$ cat src/rtl/mx_pkg.sv
package mx_pkg;

    typedef enum logic [2:0] {
        TGT_UNREG = 3'd0,
        TGT_REG   = 3'd1,
        TGT_ROM   = 3'd2,
        TGT_SDP   = 3'd3,
        TGT_TDP   = 3'd4
    } tgt_e;

    typedef enum logic [2:0] {
        ST_IDLE,
        ST_READ,
        ST_COLL,
        ST_CAPT,
        ST_SEND
    } st_e;

    localparam logic [7:0] OP_SEL_LO = 8'h02;
    localparam logic [7:0] OP_SEL_HI = 8'h06;
    localparam logic [7:0] OP_HOME   = 8'h10;
    localparam logic [7:0] OP_DUMP   = 8'h11;
    localparam logic [7:0] OP_COLL   = 8'h12;

    localparam int DBG_AW = 6;

    // cycles from address presentation to valid read data
    function automatic logic [1:0] read_lat(tgt_e t);
        return (t == TGT_REG) ? 2'd2 : 2'd1;
    endfunction

    function automatic logic [7:0] rom_word(logic [7:0] a);
        return a * 8'd5 + 8'd3;
    endfunction

endpackage

$ cat src/rtl/mx_ram_sp.sv
module mx_ram_sp #(
    parameter int AW      = 6,
    parameter bit OUT_REG = 1'b0
) (
    input  logic          clk,
    input  logic          we,
    input  logic          re,
    input  logic [AW-1:0] addr,
    input  logic [7:0]    wd,
    output logic [7:0]    rd
);
    localparam int DEPTH = 1 << AW;

    logic [7:0] mem [DEPTH];
    logic [7:0] arr_q;

    always_ff @(posedge clk) begin
        if (we) mem[addr] <= wd;
        if (re) arr_q <= mem[addr];
    end

    generate
        if (OUT_REG) begin : g_outreg
            logic [7:0] out_q;
            always_ff @(posedge clk) out_q <= arr_q;
            assign rd = out_q;
        end else begin : g_direct
            assign rd = arr_q;
        end
    endgenerate

endmodule

$ cat src/rtl/mx_rom.sv
module mx_rom #(
    parameter int AW = 6
) (
    input  logic          clk,
    input  logic          re,
    input  logic [AW-1:0] addr,
    output logic [7:0]    rd
);
    import mx_pkg::*;

    logic [7:0] rd_q;

    always_ff @(posedge clk) begin
        if (re) rd_q <= rom_word(8'(addr));
    end

    assign rd = rd_q;

endmodule

$ cat src/rtl/mx_ram_sdp.sv
module mx_ram_sdp #(
    parameter int AW = 6
) (
    input  logic          clk,
    input  logic          we_a,
    input  logic [AW-1:0] addr_a,
    input  logic [7:0]    wd_a,
    input  logic          re_b,
    input  logic [AW-1:0] addr_b,
    output logic [7:0]    rd_b
);
    localparam int DEPTH = 1 << AW;

    logic [7:0] mem [DEPTH];
    logic [7:0] rd_q;

    // read-first: a same-address read returns the value before the write
    always_ff @(posedge clk) begin
        if (we_a) mem[addr_a] <= wd_a;
        if (re_b) rd_q <= mem[addr_b];
    end

    assign rd_b = rd_q;

endmodule

$ cat src/rtl/mx_ram_tdp.sv
module mx_ram_tdp #(
    parameter int AW = 6
) (
    input  logic          clk,
    input  logic          we_a,
    input  logic          re_a,
    input  logic [AW-1:0] addr_a,
    input  logic [7:0]    wd_a,
    output logic [7:0]    rd_a,
    input  logic          we_b,
    input  logic [AW-1:0] addr_b,
    input  logic [7:0]    wd_b
);
    localparam int DEPTH = 1 << AW;

    logic [7:0] mem [DEPTH];
    logic [7:0] rd_q;

    always_ff @(posedge clk) begin
        if (we_a) mem[addr_a] <= wd_a;
        if (we_b) mem[addr_b] <= wd_b;
        if (re_a) rd_q <= mem[addr_a];
    end

    assign rd_a = rd_q;

endmodule

$ cat src/rtl/mem_exerciser.sv
module mem_exerciser #(
    parameter int         ADDR_W   = 6,
    parameter int         DUMP_LEN = 64,
    parameter logic [7:0] COLL_A   = 8'hA5,
    parameter logic [7:0] COLL_B   = 8'h5A
) (
    input  logic        clk,
    input  logic        rst_n,
    input  logic        rx_valid,
    input  logic [7:0]  rx_data,
    input  logic        tx_ready,
    output logic        tx_valid,
    output logic [7:0]  tx_data,
    output logic [15:0] dbg_bus
);
    import mx_pkg::*;

    localparam int IW = (DUMP_LEN > 1) ? $clog2(DUMP_LEN) : 1;
    localparam logic [IW-1:0] LAST_IDX = IW'(DUMP_LEN - 1);

    typedef struct packed {
        st_e             st;
        tgt_e            tgt;
        logic [ADDR_W-1:0] ptr;
        logic [IW-1:0]   idx;
        logic [1:0]      cnt;
        logic [7:0]      txd;
        logic [7:0]      hold;
        logic            pend;
        logic            dump;
    } regs_t;

    regs_t cur_q, nxt_d;

    logic              accept_d, is_sel_d, is_data_d, wr_en_d, rd_en_d, coll_d;
    logic [ADDR_W-1:0] mem_addr_d;
    logic [7:0]        un_rd, rg_rd, rom_rd, sdp_rd, tdp_rd;
    logic              sdp_re_b, tdp_re_a;
    logic [7:0]        sel_rd_d;
    logic              sel_we_d, sel_re_d;

    // ---------------- decode ----------------
    always_comb begin
        accept_d  = rx_valid && (cur_q.st == ST_IDLE);
        is_sel_d  = (rx_data >= OP_SEL_LO) && (rx_data <= OP_SEL_HI);
        is_data_d = !(is_sel_d || rx_data == OP_HOME || rx_data == OP_DUMP
                      || rx_data == OP_COLL);
        wr_en_d   = accept_d && is_data_d;
        rd_en_d   = (cur_q.st == ST_READ);
        coll_d    = (cur_q.st == ST_COLL);
        mem_addr_d = rd_en_d ? ADDR_W'(cur_q.idx) : cur_q.ptr;
    end

    // ---------------- memories ----------------
    mx_ram_sp #(.AW(ADDR_W), .OUT_REG(1'b0)) u_unreg (
        .clk(clk), .we(wr_en_d), .re(rd_en_d && cur_q.tgt == TGT_UNREG),
        .addr(mem_addr_d), .wd(rx_data), .rd(un_rd)
    );

    mx_ram_sp #(.AW(ADDR_W), .OUT_REG(1'b1)) u_reg (
        .clk(clk), .we(wr_en_d), .re(rd_en_d && cur_q.tgt == TGT_REG),
        .addr(mem_addr_d), .wd(rx_data), .rd(rg_rd)
    );

    mx_rom #(.AW(ADDR_W)) u_rom (
        .clk(clk), .re(rd_en_d && cur_q.tgt == TGT_ROM),
        .addr(mem_addr_d), .rd(rom_rd)
    );

    assign sdp_re_b = coll_d || (rd_en_d && cur_q.tgt == TGT_SDP);
    assign tdp_re_a = coll_d || (rd_en_d && cur_q.tgt == TGT_TDP);

    mx_ram_sdp #(.AW(ADDR_W)) u_sdp (
        .clk(clk), .we_a(wr_en_d || coll_d), .addr_a(mem_addr_d),
        .wd_a(coll_d ? COLL_A : rx_data),
        .re_b(sdp_re_b), .addr_b(mem_addr_d), .rd_b(sdp_rd)
    );

    mx_ram_tdp #(.AW(ADDR_W)) u_tdp (
        .clk(clk), .we_a(wr_en_d), .re_a(tdp_re_a), .addr_a(mem_addr_d),
        .wd_a(rx_data), .rd_a(tdp_rd),
        .we_b(coll_d), .addr_b(cur_q.ptr), .wd_b(COLL_B)
    );

    // ---------------- target multiplexer ----------------
    always_comb begin
        sel_rd_d = un_rd;
        sel_we_d = wr_en_d;
        sel_re_d = rd_en_d;
        case (cur_q.tgt)
            TGT_REG: sel_rd_d = rg_rd;
            TGT_ROM: begin
                sel_rd_d = rom_rd;
                sel_we_d = 1'b0;
            end
            TGT_SDP: begin
                sel_rd_d = sdp_rd;
                sel_we_d = wr_en_d || coll_d;
                sel_re_d = sdp_re_b;
            end
            TGT_TDP: begin
                sel_rd_d = tdp_rd;
                sel_we_d = wr_en_d || coll_d;
                sel_re_d = tdp_re_a;
            end
            default: ;
        endcase
    end

    // ---------------- next state ----------------
    always_comb begin
        nxt_d = cur_q;
        case (cur_q.st)
            ST_IDLE: begin
                if (accept_d) begin
                    if (is_sel_d) begin
                        nxt_d.tgt = tgt_e'(rx_data[2:0] - 3'd2);
                    end else if (rx_data == OP_HOME) begin
                        nxt_d.ptr = '0;
                    end else if (rx_data == OP_DUMP) begin
                        nxt_d.st   = ST_READ;
                        nxt_d.idx  = '0;
                        nxt_d.cnt  = '0;
                        nxt_d.dump = 1'b1;
                    end else if (rx_data == OP_COLL) begin
                        nxt_d.st   = ST_COLL;
                        nxt_d.dump = 1'b0;
                    end else if (!rx_data[7]) begin
                        nxt_d.ptr = cur_q.ptr + ADDR_W'(1);
                    end
                end
            end
            ST_READ: begin
                if (cur_q.cnt == read_lat(cur_q.tgt)) begin
                    nxt_d.txd = sel_rd_d;
                    nxt_d.cnt = '0;
                    nxt_d.st  = ST_SEND;
                end else begin
                    nxt_d.cnt = cur_q.cnt + 2'd1;
                end
            end
            ST_COLL: nxt_d.st = ST_CAPT;
            ST_CAPT: begin
                nxt_d.txd  = sdp_rd;
                nxt_d.hold = tdp_rd;
                nxt_d.pend = 1'b1;
                nxt_d.st   = ST_SEND;
            end
            ST_SEND: begin
                if (tx_ready) begin
                    if (cur_q.dump) begin
                        if (cur_q.idx == LAST_IDX) begin
                            nxt_d.st   = ST_IDLE;
                            nxt_d.dump = 1'b0;
                        end else begin
                            nxt_d.idx = cur_q.idx + IW'(1);
                            nxt_d.st  = ST_READ;
                        end
                    end else if (cur_q.pend) begin
                        nxt_d.txd  = cur_q.hold;
                        nxt_d.pend = 1'b0;
                    end else begin
                        nxt_d.st = ST_IDLE;
                    end
                end
            end
            default: nxt_d.st = ST_IDLE;
        endcase
    end

    always_ff @(posedge clk or negedge rst_n) begin
        if (!rst_n) cur_q <= '0;
        else        cur_q <= nxt_d;
    end

    assign tx_valid = (cur_q.st == ST_SEND);
    assign tx_data  = cur_q.txd;
    assign dbg_bus  = {DBG_AW'(mem_addr_d), sel_we_d, sel_re_d, sel_rd_d};

    // ---------------- assertions ----------------
    AST_TX_HELD: assert property (@(posedge clk) disable iff (!rst_n)
        (tx_valid && !tx_ready) |=> (tx_valid && $stable(tx_data)));

    AST_PTR_FROZEN_BUSY: assert property (@(posedge clk) disable iff (!rst_n)
        (cur_q.st != ST_IDLE) |=> $stable(cur_q.ptr));

    AST_PTR_STEP: assert property (@(posedge clk) disable iff (!rst_n)
        (accept_d && is_data_d && !rx_data[7])
        |=> (cur_q.ptr == $past(cur_q.ptr) + ADDR_W'(1)));

    AST_PTR_HOME: assert property (@(posedge clk) disable iff (!rst_n)
        (accept_d && rx_data == OP_HOME) |=> (cur_q.ptr == '0));

    AST_COLL_REPLY: assert property (@(posedge clk) disable iff (!rst_n)
        (accept_d && rx_data == OP_COLL) |=> (!tx_valid && dbg_bus[15:10] == DBG_AW'(cur_q.ptr)));

endmodule

$ cat config.mk
export PLATFORM = sky130hd
export DESIGN_NAME = mem_exerciser
export DESIGN_NICKNAME = d
export VERILOG_FILES = /design/src/rtl/mx_pkg.sv /design/src/rtl/mx_ram_sp.sv /design/src/rtl/mx_rom.sv /design/src/rtl/mx_ram_sdp.sv /design/src/rtl/mx_ram_tdp.sv /design/src/rtl/mem_exerciser.sv
export SDC_FILE = /design/constraint.sdc
export NUM_CORES = 2
export LEC_CHECK = 0
export BUFFER_PORTS_ARGS = -buffer_cell sky130_fd_sc_hd__buf_2
export CAP_MARGIN = 25
export CORE_MARGIN = 8
export CORE_UTILIZATION = 45
export CTS_CLUSTER_SIZE = 40
export DETAILED_ROUTE_END_ITERATION = 16
export GPL_TIMING_DRIVEN = 0
export SETUP_SLACK_MARGIN = 0.4
export SLEW_MARGIN = 40
export SYNTH_ARGS = -nofsm -noshare
export SYNTH_HDL_FRONTEND = slang
export SYNTH_SLANG_ARGS = --single-unit
$ cat constraint.sdc
create_clock -name clk -period 5.1 [get_ports clk]
set_clock_uncertainty 0.15 [all_clocks]
set_input_delay 1.275 -clock clk [delete_from_list [all_inputs] [get_ports clk]]
set_output_delay 1.275 -clock clk [all_outputs]
set_load 0.02 [all_outputs]
==> summary.txt <==
Route
  • Drt first pass iters: 8
  • Highest Signal Layer: met4
  • Vias: about 36k
  • Wire per inst: ~34 µm
  • DRC marker count from the first detailed-route iteration: 5044
  • Drt total wl: between 150 and 200 mm
  • Met2 wire length: around 87 mm
  • Via-to-Cell Ratio: 6.35
  • Post-route ant nets: 0
  • DR WL met3: roughly 21 mm
  • WL met1: roughly 75 mm
  • Residual DRC: 0

Placed design
  • Post-DP HPWL: between 100 and 150 mm
  • IO buf count: 36
  • GPL Wtd Cong: about 0.99
  • DP Worst Slack: -1.06 ns

Synthesis
  • Library cells used by synthesis: between 50 and 60
  • Fraction of registers with async set/reset: 2.34%
  • Synth Cell Area: 60600 µm²
  • Ys flop type: edfxtp_1
  • Seq cells post-synth: ~1.6k
  • Synth Warn #: 0
  • Yosys top cell area share: 78.1%
  • Syn avg cell area: between 15 and 20 µm²
  • Synth area leaders: edfxtp_1 78%, a22oi_1 4.9%, a22o_1 2.8%
  • Top post-synthesis cells by count: 1576 x edfxtp_1, 392 x a22oi_1, 230 x nor2_1, 196 x a22o_1, 189 x a221oi_1
  • Sequential area share after synthesis: between 70% and 80%
  • Area leader, netlist: edfxtp_1
  • Synth Instances: around 3.5k
  • Most common cell in the synthesized netlist: edfxtp_1
  • Number of flops mapped to enable cells by yosys: 1576
  • Syn Nets: between 3k and 4k

Floorplanning
  • Die width: 383 µm
  • Area of the core: ~130000 µm²
  • Initial Util: a little under half
  • DIE AREA: 147000 µm²
  • Die height: about 380 µm
  • Num ports: 37
  • Rows: between 100 and 150

Final layout
  • Area grow syn2layout: 14.5%
  • Filler instances: 10.7k
  • Layout cell share with drive strength beyond 1: approximately 17%
  • Final #Nets: 3759
  • Final core occ: between 50% and 60%

Critical path
  • Worst Path Required: between 5 and 6 ns
  • Largest delay contributor family on the critical path: buffers and inverters
  • CP Class: register to register
  • Crit path buffers/inverters: 5
  • Critical path arrival: 5.21 ns
  • Worst Setup End Kind: register
  • Crit path cell chain: buf_4, nor3b_4, buf_6, mux2_2, buf_4, buf_2, buf_2, nand2_1, nor2_2
  • Startpoint class of the critical path: register
  • CP max-delay cell: nor2_2
  • CP max stage delay: about 0.75 ns
  • Critical Path Fanout Max: 10

STA
  • Actual slew at the worst max-slew pin: about 1.0 ns
  • Final setup margin: around 0.17 ns
  • Final period util: 96.6%
  • Final setup violation count: 0
  • Slew headroom: roughly 30%
  • Tmin final: roughly 5 ns
  • Setup Total Neg Slack: 0 ns
  • RSZ-0062 raised after global routing: true
  • Final Hold Fails: 0
  • Pins Over Slew Limit: 0
  • Max Clock Freq: 0.203 GHz

Clock tree
  • Root Buffer: clkbuf_16
  • Clk sinks: about 1.6k
  • Htree depth: 4
  • TritonCTS clock tree: built
  • CTS clock-pin slew for the worst setup and hold paths: ~0.060 ns
  • Clock Latency Late Sink: roughly 0.8 ns
  • Num CTS Buffers: between 150 and 200
  • Max Root-Sink Buffers: 3

Global routing
  • First-pass GRT wire length: approximately 260 mm
  • Vias in the first global route: around 34k
  • Pin count of the biggest net entering global routing: 72
  • Tot GR Track Use: about a quarter
  • Grt total ovfl: 0
  • Antenna violations before repair: 11

Power
  • Pwr/cell area: 562 nW/µm²
  • Leak Pwr: between 20 and 25 nW
  • Maximum vdd drop: 0.418 mV

Min path
  • Min-delay worst type: register to register

Flow run
  • MaxCap Viol Count: 0

Run status
  • Status: finished clean
cell type report:
| type | count | area (µm²) | share of cell area (%) |
|---|---|---|---|
| Sequential cell | 1622 | 48400 | 69.8 |
| Tap cell | 1768 | 2210 | 3.19 |
| Multi-Input combinational cell | 1615 | 11800 | 17.0 |
| Buffer | 250 | 1190 | 1.72 |
| Antenna cell | 3 | 7.51 | 0.0108 |
| Clock buffer | 206 | 4370 | 6.30 |
| Timing Repair Buffer | 62 | 729 | 1.05 |
| Inverter | 17 | 63.8 | 0.0920 |
| Clock inverter | 77 | 577 | 0.832 |
stage by stage:
step,std cells,power (W),cell area [µm²],hold WS (ns)
global route,5617,0.0399,69300,0.199
floorplan,3504,0.0218,60600,0.173
global placement,5308,0.0271,63000,0.175
finish,5620,0.0390,69400,0.189
CTS,5612,0.0386,69100,0.187
detailed placement,5329,0.0274,63700,0.177
power by group:
group / total [W] / switching (W) / internal (W)
sequential: 0.0158 / 0.000171 / 0.0156
clock: 0.0114 / 0.00495 / 0.00642
combinational: 0.0118 / 0.00870 / 0.00311
what timing repair did:
action                                   CTS  global route
pin swaps                                  2             3
endpoints found under the setup margin  1242           295
buffers inserted                           0             3
hold buffers                               0             0
gates resized for setup                  128            34
gates cloned                               0             2
layout by cell type, fill, tap and decap left out, types with 9 or more instances in the layout:
master     netlist  layout
a21oi_1         98      88
a21oi_2          0       9
a221oi_1       189     189
a221oi_2        16      16
a22o_1         196     196
a22oi_1        392     392
a31oi_1        113     107
buf_1           16      11
buf_12           0      18
buf_2           81     107
buf_4           17      27
clkbuf_1       133     141
clkbuf_16        0     171
clkbuf_2         0      28
clkinv_1         0      33
clkinv_2         0      25
dfrtp_1         38      38
edfxtp_1      1576    1576
ha_1            16      16
inv_1           16      16
mux2i_1         16      10
nand2_1         88      73
nand2_2          0      12
nand2b_4         0       9
nand3_1        101     101
nand4_1         20      20
nor2_1         230      83
nor2_2           0     132
nor2_4           0      15
nor3_1          12      10
o21ai_0         14      14
worst register-to-register path: stages (launching register included):
cell and delay, ns:
dfrtp_1 0.36, buf_4 0.17, nor3b_4 0.32, buf_6 0.26, mux2_2 0.33, buf_4 0.42
buf_2 0.67, buf_2 0.45, nand2_1 0.68, nor2_2 0.76
per-layer routing:
layer / vias to the layer above / global-route usage [%]
met2: 2130 / 39.1
li1: 14949 / -
met5: - / 0
met4: 0 / 12.3
met1: 18223 / 34.4
met3: 400 / 6.60
state kept, by name, indices dropped and copies added (netlist names):
register     count
u_reg.arr_q      8
u_reg.mem        8
u_sdp.mem      512
u_tdp.rd_a       8
tx_data          8
u_unreg.rd       8
u_tdp.mem      512
u_rom.rd         8
u_unreg.mem    504
u_reg.rd         8
cur_q           30
u_sdp.rd_b       8
logic make-up after synthesis:
kind of cell	Yosys count	synth area share, %
fa+ha+maj	17	0.363
compound gates	1051	13.4
xor+xnor	7	0.101
flops	1622	79.9
simple gates	517	3.86
buf+inv	267	1.96
mux	23	0.405
path summary, 6_finish.rpt:
| kind | end | startpoint | slack [ns] | depth (start not counted) |
|---|---|---|---|---|
| setup / recovery | u_unreg.mem[60][6] | cur_q[36] | 0.17 | 9 |
| hold reg to reg | u_reg.rd[7] | u_reg.arr_q[7] | 0.19 | 0 |
| setup reg to reg | u_unreg.mem[60][6] | cur_q[36] | 0.17 | 9 |
| max in group asynchronous | tx_data[5] | rst_n | 4.12 | 1 |
| hold / removal | u_reg.rd[7] | u_reg.arr_q[7] | 0.19 | 0 |
| min in group asynchronous | cur_q[25] | rst_n | 0.30 | 1 |
No activity file was read; power rests on OpenSTA's default activity.
